==> config.mk <==
export PLATFORM = sky130hd
export DESIGN_NAME = supply_ctl_i2c
export DESIGN_NICKNAME = d
export VERILOG_FILES = /design/src/rtl/supply_ctl_pkg.sv /design/src/rtl/ctl_line_sync.sv /design/src/rtl/ctl_reg_bank.sv /design/src/rtl/supply_ctl_i2c.sv
export SDC_FILE = /design/constraint.sdc
export NUM_CORES = 1
export LEC_CHECK = 0
export ABC_CLOCK_PERIOD_IN_PS = 3400
export BUFFER_PORTS_ARGS = -buffer_cell sky130_fd_sc_hd__buf_2
export CAP_MARGIN = 20
export CELL_PAD_IN_SITES_DETAIL_PLACEMENT = 0
export CELL_PAD_IN_SITES_GLOBAL_PLACEMENT = 1
export CORE_ASPECT_RATIO = 0.75
export CORE_MARGIN = 1
export CORE_UTILIZATION = 40
export CTS_CLUSTER_DIAMETER = 80
export CTS_CLUSTER_SIZE = 20
export DETAILED_ROUTE_END_ITERATION = 8
export HOLD_SLACK_MARGIN = 0.15
export PLACE_DENSITY_LB_ADDON = 0.05
export SETUP_SLACK_MARGIN = 0.3
export SLEW_MARGIN = 0
export SYNTH_ARGS = -nofsm -noshare
export SYNTH_HDL_FRONTEND = slang
export SYNTH_SLANG_ARGS = --single-unit
==> constraint.sdc <==
create_clock -name clk -period 3.4 [get_ports clk]
set_input_delay 0.34 -clock clk [delete_from_list [all_inputs] [get_ports clk]]
set_output_delay 0.34 -clock clk [all_outputs]
set_load 0.005 [all_outputs]
==> src/rtl/supply_ctl_pkg.sv <==
package supply_ctl_pkg;
    typedef enum logic [2:0] {
        ST_IDLE,
        ST_ADDR,
        ST_ADDR_ACK,
        ST_WR_DATA,
        ST_WR_ACK,
        ST_RD_DATA,
        ST_RD_ACK,
        ST_SKIP
    } bus_state_t;
endpackage

==> src/rtl/ctl_line_sync.sv <==
module ctl_line_sync #(
    parameter int STAGES = 2
) (
    input  logic clk,
    input  logic rst_n,
    input  logic scl_in,
    input  logic sda_in,
    output logic scl_lvl,
    output logic sda_lvl,
    output logic scl_rise,
    output logic scl_fall,
    output logic start_evt,
    output logic stop_evt
);
    logic [STAGES-1:0] scl_ch;
    logic [STAGES-1:0] sda_ch;
    logic              scl_q;
    logic              sda_q;

    always_ff @(posedge clk or negedge rst_n) begin
        if (!rst_n) begin
            scl_ch <= '1;
            sda_ch <= '1;
            scl_q  <= 1'b1;
            sda_q  <= 1'b1;
        end else begin
            scl_ch <= {scl_ch[STAGES-2:0], scl_in};
            sda_ch <= {sda_ch[STAGES-2:0], sda_in};
            scl_q  <= scl_ch[STAGES-1];
            sda_q  <= sda_ch[STAGES-1];
        end
    end

    always_comb begin
        scl_lvl   = scl_ch[STAGES-1];
        sda_lvl   = sda_ch[STAGES-1];
        scl_rise  = scl_lvl & ~scl_q;
        scl_fall  = ~scl_lvl & scl_q;
        start_evt = scl_lvl & scl_q & sda_q & ~sda_lvl;
        stop_evt  = scl_lvl & scl_q & ~sda_q & sda_lvl;
    end
endmodule

==> src/rtl/ctl_reg_bank.sv <==
module ctl_reg_bank #(
    parameter int CTRL_W = 6,
    parameter int FLAG_W = 2
) (
    input  logic                     clk,
    input  logic                     rst_n,
    input  logic                     supply_ok,
    input  logic                     wr_en,
    input  logic [CTRL_W-1:0]        wr_ctrl,
    input  logic [FLAG_W-1:0]        flags,
    output logic [CTRL_W-1:0]        ctrl_q,
    output logic [CTRL_W+FLAG_W-1:0] rd_byte
);
    always_ff @(posedge clk or negedge rst_n) begin
        if (!rst_n) begin
            ctrl_q <= '0;
        end else if (!supply_ok) begin
            ctrl_q <= '0;
        end else if (wr_en) begin
            ctrl_q <= wr_ctrl;
        end
    end

    assign rd_byte = {ctrl_q, flags};
endmodule

==> src/rtl/supply_ctl_i2c.sv <==
module supply_ctl_i2c #(
    parameter int         BYTE_W  = 8,
    parameter int         SEL_W   = 2,
    parameter int         ADDR_W  = 7,
    parameter int         FLAG_W  = 2,
    parameter logic [4:0] ADDR_HI = 5'b00010
) (
    input  logic                      clk,
    input  logic                      rst_n,
    input  logic                      scl_in,
    input  logic                      sda_in,
    output logic                      sda_oe,
    input  logic [SEL_W-1:0]          addr_sel,
    input  logic                      supply_ok,
    input  logic                      flag_hot,
    input  logic                      flag_ovl,
    output logic [BYTE_W-FLAG_W-1:0]  ctrl_out
);
    import supply_ctl_pkg::*;

    localparam int CTRL_W = BYTE_W - FLAG_W;
    localparam int CNT_W  = $clog2(BYTE_W + 1);
    localparam logic [CNT_W-1:0] LAST_RX = CNT_W'(BYTE_W);
    localparam logic [CNT_W-1:0] LAST_TX = CNT_W'(BYTE_W - 1);

    logic scl_lvl, sda_lvl, scl_rise, scl_fall, start_evt, stop_evt;
    bus_state_t       st, nxt;
    logic [CNT_W-1:0] cnt;
    logic [BYTE_W-1:0] rx_sh, tx_sh, rd_byte;
    logic             m_ack, wr_en, addr_hit;

    ctl_line_sync #(.STAGES(2)) u_sync (
        .clk(clk), .rst_n(rst_n), .scl_in(scl_in), .sda_in(sda_in),
        .scl_lvl(scl_lvl), .sda_lvl(sda_lvl), .scl_rise(scl_rise),
        .scl_fall(scl_fall), .start_evt(start_evt), .stop_evt(stop_evt)
    );

    ctl_reg_bank #(.CTRL_W(CTRL_W), .FLAG_W(FLAG_W)) u_regs (
        .clk(clk), .rst_n(rst_n), .supply_ok(supply_ok), .wr_en(wr_en),
        .wr_ctrl(rx_sh[BYTE_W-1:FLAG_W]), .flags({flag_hot, flag_ovl}),
        .ctrl_q(ctrl_out), .rd_byte(rd_byte)
    );

    assign addr_hit = (rx_sh[BYTE_W-1:1] == {ADDR_HI, addr_sel});

    // next-state logic
    always_comb begin
        nxt = st;
        if (!supply_ok) begin
            nxt = ST_IDLE;
        end else if (stop_evt) begin
            nxt = ST_IDLE;
        end else if (start_evt) begin
            nxt = ST_ADDR;
        end else begin
            unique case (st)
                ST_IDLE:     nxt = ST_IDLE;
                ST_ADDR:     if (scl_fall && cnt == LAST_RX)
                                 nxt = addr_hit ? ST_ADDR_ACK : ST_SKIP;
                ST_ADDR_ACK: if (scl_fall)
                                 nxt = rx_sh[0] ? ST_RD_DATA : ST_WR_DATA;
                ST_WR_DATA:  if (scl_fall && cnt == LAST_RX) nxt = ST_WR_ACK;
                ST_WR_ACK:   if (scl_fall) nxt = ST_WR_DATA;
                ST_RD_DATA:  if (scl_fall && cnt == LAST_TX) nxt = ST_RD_ACK;
                ST_RD_ACK:   if (scl_fall) nxt = m_ack ? ST_RD_DATA : ST_SKIP;
                ST_SKIP:     nxt = ST_SKIP;
                default:     nxt = ST_IDLE;
            endcase
        end
    end

    // state register
    always_ff @(posedge clk or negedge rst_n) begin
        if (!rst_n) st <= ST_IDLE;
        else        st <= nxt;
    end

    // shift and count datapath
    always_ff @(posedge clk or negedge rst_n) begin
        if (!rst_n) begin
            cnt   <= '0;
            rx_sh <= '0;
            tx_sh <= '1;
            m_ack <= 1'b0;
        end else if (start_evt || nxt != st) begin
            cnt <= '0;
            if (nxt == ST_RD_DATA) tx_sh <= rd_byte;
        end else if ((st == ST_ADDR || st == ST_WR_DATA) && scl_rise) begin
            rx_sh <= {rx_sh[BYTE_W-2:0], sda_lvl};
            cnt   <= cnt + 1'b1;
        end else if (st == ST_RD_DATA && scl_fall) begin
            tx_sh <= {tx_sh[BYTE_W-2:0], 1'b1};
            cnt   <= cnt + 1'b1;
        end else if (st == ST_RD_ACK && scl_rise) begin
            m_ack <= ~sda_lvl;
        end
    end

    // outputs
    always_comb begin
        wr_en  = (st == ST_WR_DATA) && (nxt == ST_WR_ACK);
        sda_oe = (st == ST_ADDR_ACK) || (st == ST_WR_ACK) ||
                 ((st == ST_RD_DATA) && !tx_sh[BYTE_W-1]);
    end
endmodule

Word level (Yosys, flattened, before mapping):

Index checks and enable logic that the tools add are counted.

* add/subtract/negate cells: 1
* $mul: 0
* div/mod/pow operators: 0
* magnitude comparators: 0
* equality and inequality tests: 16
* shift-type cells: 0
* multiplexer cells: 22
* bitwise logic cells: 14
* reductions and logical operators: 18

Operator list (number)
* two-way mux 3 bit: 11
* two-way mux 8 bit: 4
* case mux 3 bit (8 select lines): 1
* equality test 3 bit (second input constant): 6
* two-way mux 4 bit: 3
* two-way mux 6 bit: 2
* AND 1 bit: 7
* equality test 7 x 4 -> 1 bit: 1
* logical AND 1 bit: 7
* NOT 1 bit: 7
* equality test 3 x 2 -> 1 bit (second input constant): 2
* adder 4 x 1 -> 4 bit (second input constant): 1
* equality test 4 x 3 -> 1 bit (second input constant): 1
* equality test 4 bit (second input constant): 1
* logical OR 1 bit: 4
* inequality test 2 x 1 -> 1 bit (second input constant): 2
* AND reduction 4 bit: 1
* equality test 3 x 1 -> 1 bit (second input constant): 1
* zero test 3 bit: 1
* inequality test 3 bit: 1
* AND reduction 3 bit: 1
* nonzero test 3 bit: 1
* two-way mux 2 bit: 1
* inequality test 2 bit (second input constant): 1
* 3 further kinds: 3

* bits in registers: 36
* bits in latches: 0
* RAM bits: 0
* bits in read-only memories: 0
* bits of input ports: 9
* output and inout bits: 7
* word-level logic and storage cells: 81
* memories: 0

Longest topological paths before layout:

* depth after elaboration: 12
* depth in mapped cells: 9
* mapped depth without buffers: 8

Hierarchy:

From an unflattened synthesis, not the netlist that was laid out.

* cell total of the unflattened synthesis: 180
* area total of the unflattened synthesis: 2057.0 um^2

By module, submodules not included
* supply_ctl_i2c: instances 1, cells each 143, area each 1547.7 um^2, seq. area each 610.6 um^2
* ctl_reg_bank: instances 1, cells each 27, area each 319.1 um^2, seq. area each 150.1 um^2
* ctl_line_sync: instances 1, cells each 10, area each 190.2 um^2, seq. area each 157.7 um^2

Worst setup path before layout:

No wires, ideal clock.

* kind: reg2reg
* from: register u_sync.scl_ch[1]
* to: register rx_sh[0]
* setup time: 0.125 ns
* arrival time: 2.056 ns
* data required time: 3.275 ns
* slack: 1.219 ns
* stages on the path, launching flop included: 8
* buffers on the path: 1
* period minus slack after synthesis: 2.181 ns
* path through: dfstp_2 > nor2b_1 > buf_2 > o221ai_2 > o22ai_1 > a221oi_4 > nand4_4 > mux2_2

* longest elaborated chain between the ends: 12
* elaborated cells between the ends (all ways): 25
* classes of those cells: eq/ne: 1; mux: 10; bitwise: 9; reduce/logical: 5

Ends and longest elaborated chain
* start, declared: RTL line ctl_line_sync.sv:15 `logic [STAGES-1:0] scl_ch;`
* start signal, assigned: RTL line ctl_line_sync.sv:27 `scl_ch <= {scl_ch[STAGES-2:0], scl_in};`
* NOT 1 bit: RTL line ctl_line_sync.sv:38 `scl_fall = ~scl_lvl & scl_q;`
* AND 1 bit: RTL line ctl_line_sync.sv:38
* logical AND 1 bit, on equally long branches: RTL line supply_ctl_i2c.sv:64, supply_ctl_i2c.sv:58, supply_ctl_i2c.sv:62
* two-way mux 3 bit, on equally long branches: RTL line supply_ctl_i2c.sv:64, supply_ctl_i2c.sv:58, supply_ctl_i2c.sv:62
* case mux 3 bit (8 select lines): RTL line supply_ctl_i2c.sv:56 `unique case (st)`
* two-way mux 3 bit: RTL line supply_ctl_i2c.sv:53 `end else if (start_evt) begin`
* two-way mux 3 bit: RTL line supply_ctl_i2c.sv:51 `end else if (stop_evt) begin`
* two-way mux 3 bit: RTL line supply_ctl_i2c.sv:49 `if (!supply_ok) begin`
* inequality test 3 bit: RTL line supply_ctl_i2c.sv:85 `end else if (start_evt || nxt != st) begin`
* logical OR 1 bit: RTL line supply_ctl_i2c.sv:85
* NOT 1 bit (no source line)
* AND reduction 2 bit (no source line) *
* end signal, assigned: RTL line supply_ctl_i2c.sv:89 `rx_sh <= {rx_sh[BYTE_W-2:0], sda_lvl};`
* end, declared: RTL line supply_ctl_i2c.sv:29 `logic [BYTE_W-1:0] rx_sh, tx_sh, rd_byte;`

Mark *: on every way between the ends. The rest lies on a longest branch, timed or not.
A chain may end at the register's enable or synchronous reset.

Worst setup path after layout:

* from: register rx_sh[6]
* to: register rx_sh[0]

* longest elaborated chain between the ends: 11

Ends and longest elaborated chain
* equality test 7 x 4 -> 1 bit: RTL line supply_ctl_i2c.sv:44 `assign addr_hit = (rx_sh[BYTE_W-1:1] == {ADDR_HI, addr_sel});`
* two-way mux 3 bit: RTL line supply_ctl_i2c.sv:59 `nxt = addr_hit ? ST_ADDR_ACK : ST_SKIP;`
* two-way mux 3 bit: RTL line supply_ctl_i2c.sv:58 `ST_ADDR: if (scl_fall && cnt == LAST_RX)`
* case mux 3 bit (8 select lines): RTL line supply_ctl_i2c.sv:56
* two-way mux 3 bit: RTL line supply_ctl_i2c.sv:53
* two-way mux 3 bit: RTL line supply_ctl_i2c.sv:51
* two-way mux 3 bit: RTL line supply_ctl_i2c.sv:49
* inequality test 3 bit: RTL line supply_ctl_i2c.sv:85
* logical OR 1 bit: RTL line supply_ctl_i2c.sv:85
* NOT 1 bit (no source line)
* AND reduction 2 bit (no source line)

No other way between the ends.

==> impl_results.md <==
- Clk_skew: about 0.006 ns
- Power per cell area: 539 nW/um^2
- Root buffer cell: clkbuf_8
- Total Wirelength: between 4 and 5 mm
- Syn avg cell area: 9.81 sq um
- Tot Pwr: 1.22 mW
- Worst-skew pair later-pin latency: 0.28 ns
- Fin. Hold Viols: 0
- Most used DFF post-synth: dfrtp_1
- Hold Slack: 0.148 ns
- Worst-path clk slew: 0.08 ns
- CP arrival: 2.81 ns
- Slew Viols, Final: 0
- GRT Residual Overflow: 0
- Post-CTS sizing: 0
- Placed Cells: 272
- Drt wl/cell: 15.6 microns
- Inserted Clock Buffers: 5
- Fmax: between 300 and 400 MHz
- Violated checks: design-rule violations
- Setup violations, final: 0
- Number of port buffers: 15
- Number of remaining DRC errors: 2
- Max Cap Viol: 0
- Initial Utilization: 41.6%
- Die W: 84.5 microns
- H-tree Lvls: 2
- RR Startpoint: rx_sh[6]$_DFFE_PN0P_
- Diodes inserted: 0
- Critical Path Start: rx_sh[6]$_DFFE_PN0P_
- Layout cells sized above 1: 26.1%
- Maximum VDD drop: 0.000283 V
- RSZ-0062 raised after global routing: no
- Setup Buffers After CTS: 0
- Slew HR: 46.8%
- Synth async-reset ratio: 100%
- Die area: 5390 sq um
- Period utilization: 77.9%
- Bufs on Longest Clock Path: 2
- Met3 track demand over resource: 4.91%
- GRT busiest layer: met1
- Crit end category: register
- Fillers: 470
- Startpoint class of the critical path: register
- Antenna violations before repair: 0
- Via count: 1588
- Pre-antenna DRT Iters: 6
- Register area share after synthesis: between 40% and 50%
- Crit Path Category: register to register
- Met1 Usage GRT: 26.5%
- Setup slack at placement: 0.796 ns
- # hold bufs at CTS: 1
- Area Growth Syn to Fin: 10.9%
- Mapped Cells: 208
- Detailed placer's ending HPWL: between 3 and 4 mm
- CTS tree: yes
- FF+latch count, synth: 36
- Synth Cell Area: around 2000 sq um
- Worst hold-check path type: input pin to async pin
- Number of enable flip-flop cells after synthesis: 0
- GPL Wtd Cong: 0.859
- Final nets: 232
- Crit-path max FO: 18
- Gr usage total: between 10% and 20%
- Initial DRC Count: 119
- Status: finished with violations
- Post-synth cell types: 50
- TNS Setup: 0 ns
- Synthesis Warnings: 0
- First-pass GRT wire length: 7.37 mm
- CORE AREA: 4900 sq um
- Grt met2 use: 24.6%
- Worst Tran Pin Value: 0.799 ns
- Row cnt: 22
- WP data required: 3.56 ns
- Post-route insts no fill: 282
- Reg2Reg Depth: 6
- Post-DRT Antenna Nets: 0
- Clock sink count: 36
- Via density: 5.63
- Die Y: roughly 64 microns
- P_leak: 0.944 nW
- Syn_nets: between 200 and 250
- Vias in the first global route: approximately 1500
- Largest net degree at the start of global routing: 37
- Setup WS post-layout: 0.753 ns
- Num ports: 16
- Minimum clock period: 2.65 ns
metal layers:
metal | routed length [microns] | share of wire, % | vias up
met1 | 2280 | 52 | 758
met5 | 0 | 0 | -
met2 | 1790 | 41 | 39
li1 | - | - | 785
met4 | 61 | 1.4 | 0
met3 | 272 | 6.2 | 6
layout by cell type, fill, tap and decap left out, drive strengths merged, types with 4 or more instances in the layout:
cell	synthesis	routed
nand2	7	7
buf	10	18
clkbuf	4	7
nand4	10	10
nor3	7	7
a31oi	8	8
nor2	10	10
inv	18	18
nand3	10	10
o21ai	12	12
dfstp	14	14
a21oi	10	10
xor2	4	4
mux2i	8	8
a31o	8	8
dfrtp	22	22
path summary, 6_finish.rpt:
kind	endpoint	slack, ns
min in group clk	u_sync.sda_ch[1]$_DFF_PN1_	0.36
min	st[1]$_DFF_PN0_	0.15
max	rx_sh[0]$_DFFE_PN0P_	0.75
max in group asynchronous	rx_sh[0]$_DFFE_PN0P_	2.75
max reg2reg	rx_sh[0]$_DFFE_PN0P_	0.75
min reg2reg	u_sync.sda_ch[1]$_DFF_PN1_	0.36
Yosys cell counts, types with 2 or more instances:
cell type	number	area [sq um]
dfrtp_1	22	551
inv_1	18	67.6
dfstp_2	14	368
a21oi_1	10	50.1
nand3_1	10	50.1
nor2_1	10	37.5
o21ai_0	10	50.1
buf_2	9	45.0
nand4_1	9	56.3
a31oi_1	8	50.1
mux2i_1	8	80.1
a31o_2	7	61.3
nand2_1	7	26.3
nor3_1	7	35.0
clkbuf_1	4	15.0
xor2_1	4	35.0
and2_1	3	18.8
mux2_2	3	33.8
nand2b_1	3	18.8
o22ai_1	3	18.8
a211oi_1	2	15.0
a41oi_1	2	17.5
ha_1	2	25.0
nand3b_1	2	15.0
nor2b_1	2	12.5
nor3b_1	2	15.0
o21a_1	2	15.0
o21ai_2	2	17.5
xnor2_1	2	17.5
power breakdown:
group          internal (mW)  switching (mW)  total (mW)
sequential             0.560          0.0880       0.648
combinational          0.113           0.140       0.253
clock                  0.165           0.155       0.320
cell type report:
class | instances | area, sq um | area share (%)
multi-input combinational | 140 | 991 | 43.8
sequential | 36 | 918 | 40.6
timing repair buffer | 20 | 118 | 5.20
clock buffer | 7 | 86.3 | 3.81
tap | 60 | 75.1 | 3.32
inverter | 18 | 67.6 | 2.99
clock inverter | 1 | 7.51 | 0.332
worst max-delay path: stages, from the launching register on:
cell      delay (ns)
dfrtp_1         0.39
or4b_1          0.56
nor4_2          0.40
o211ai_1        0.18
o21ai_2         0.31
nand4_4         0.32
mux2_2          0.36
state kept, by name (all words and copies together), names as in the netlist:
register and flops:
rx_sh 8, tx_sh 8, u_regs.ctrl_q 6, cnt 4, st 3, u_sync.scl_ch 2
u_sync.sda_ch 2, m_ack 1, u_sync.scl_q 1, u_sync.sda_q 1
stage by stage:
| step | instance area [sq um] | util (%) |
|---|---|---|
| after floorplan | 2040 | - |
| after detailed placement | 2150 | 43.9 |
| after CTS | 2250 | 46.0 |
| after global routing | 2260 | 46.2 |
| final | 2260 | 46.2 |
| after global placement | 2150 | 43.9 |
cell families after synthesis:
kind of cell | count (synthesis) | synth area share (%)
fa+ha+maj | 2 | 1.23
compound gates | 58 | 21.0
xor+xnor | 6 | 2.58
simple gates | 63 | 18.1
flops | 36 | 45.0
buf+inv | 32 | 6.44
mux | 11 | 5.58
(Power assumes the default switching activity.)
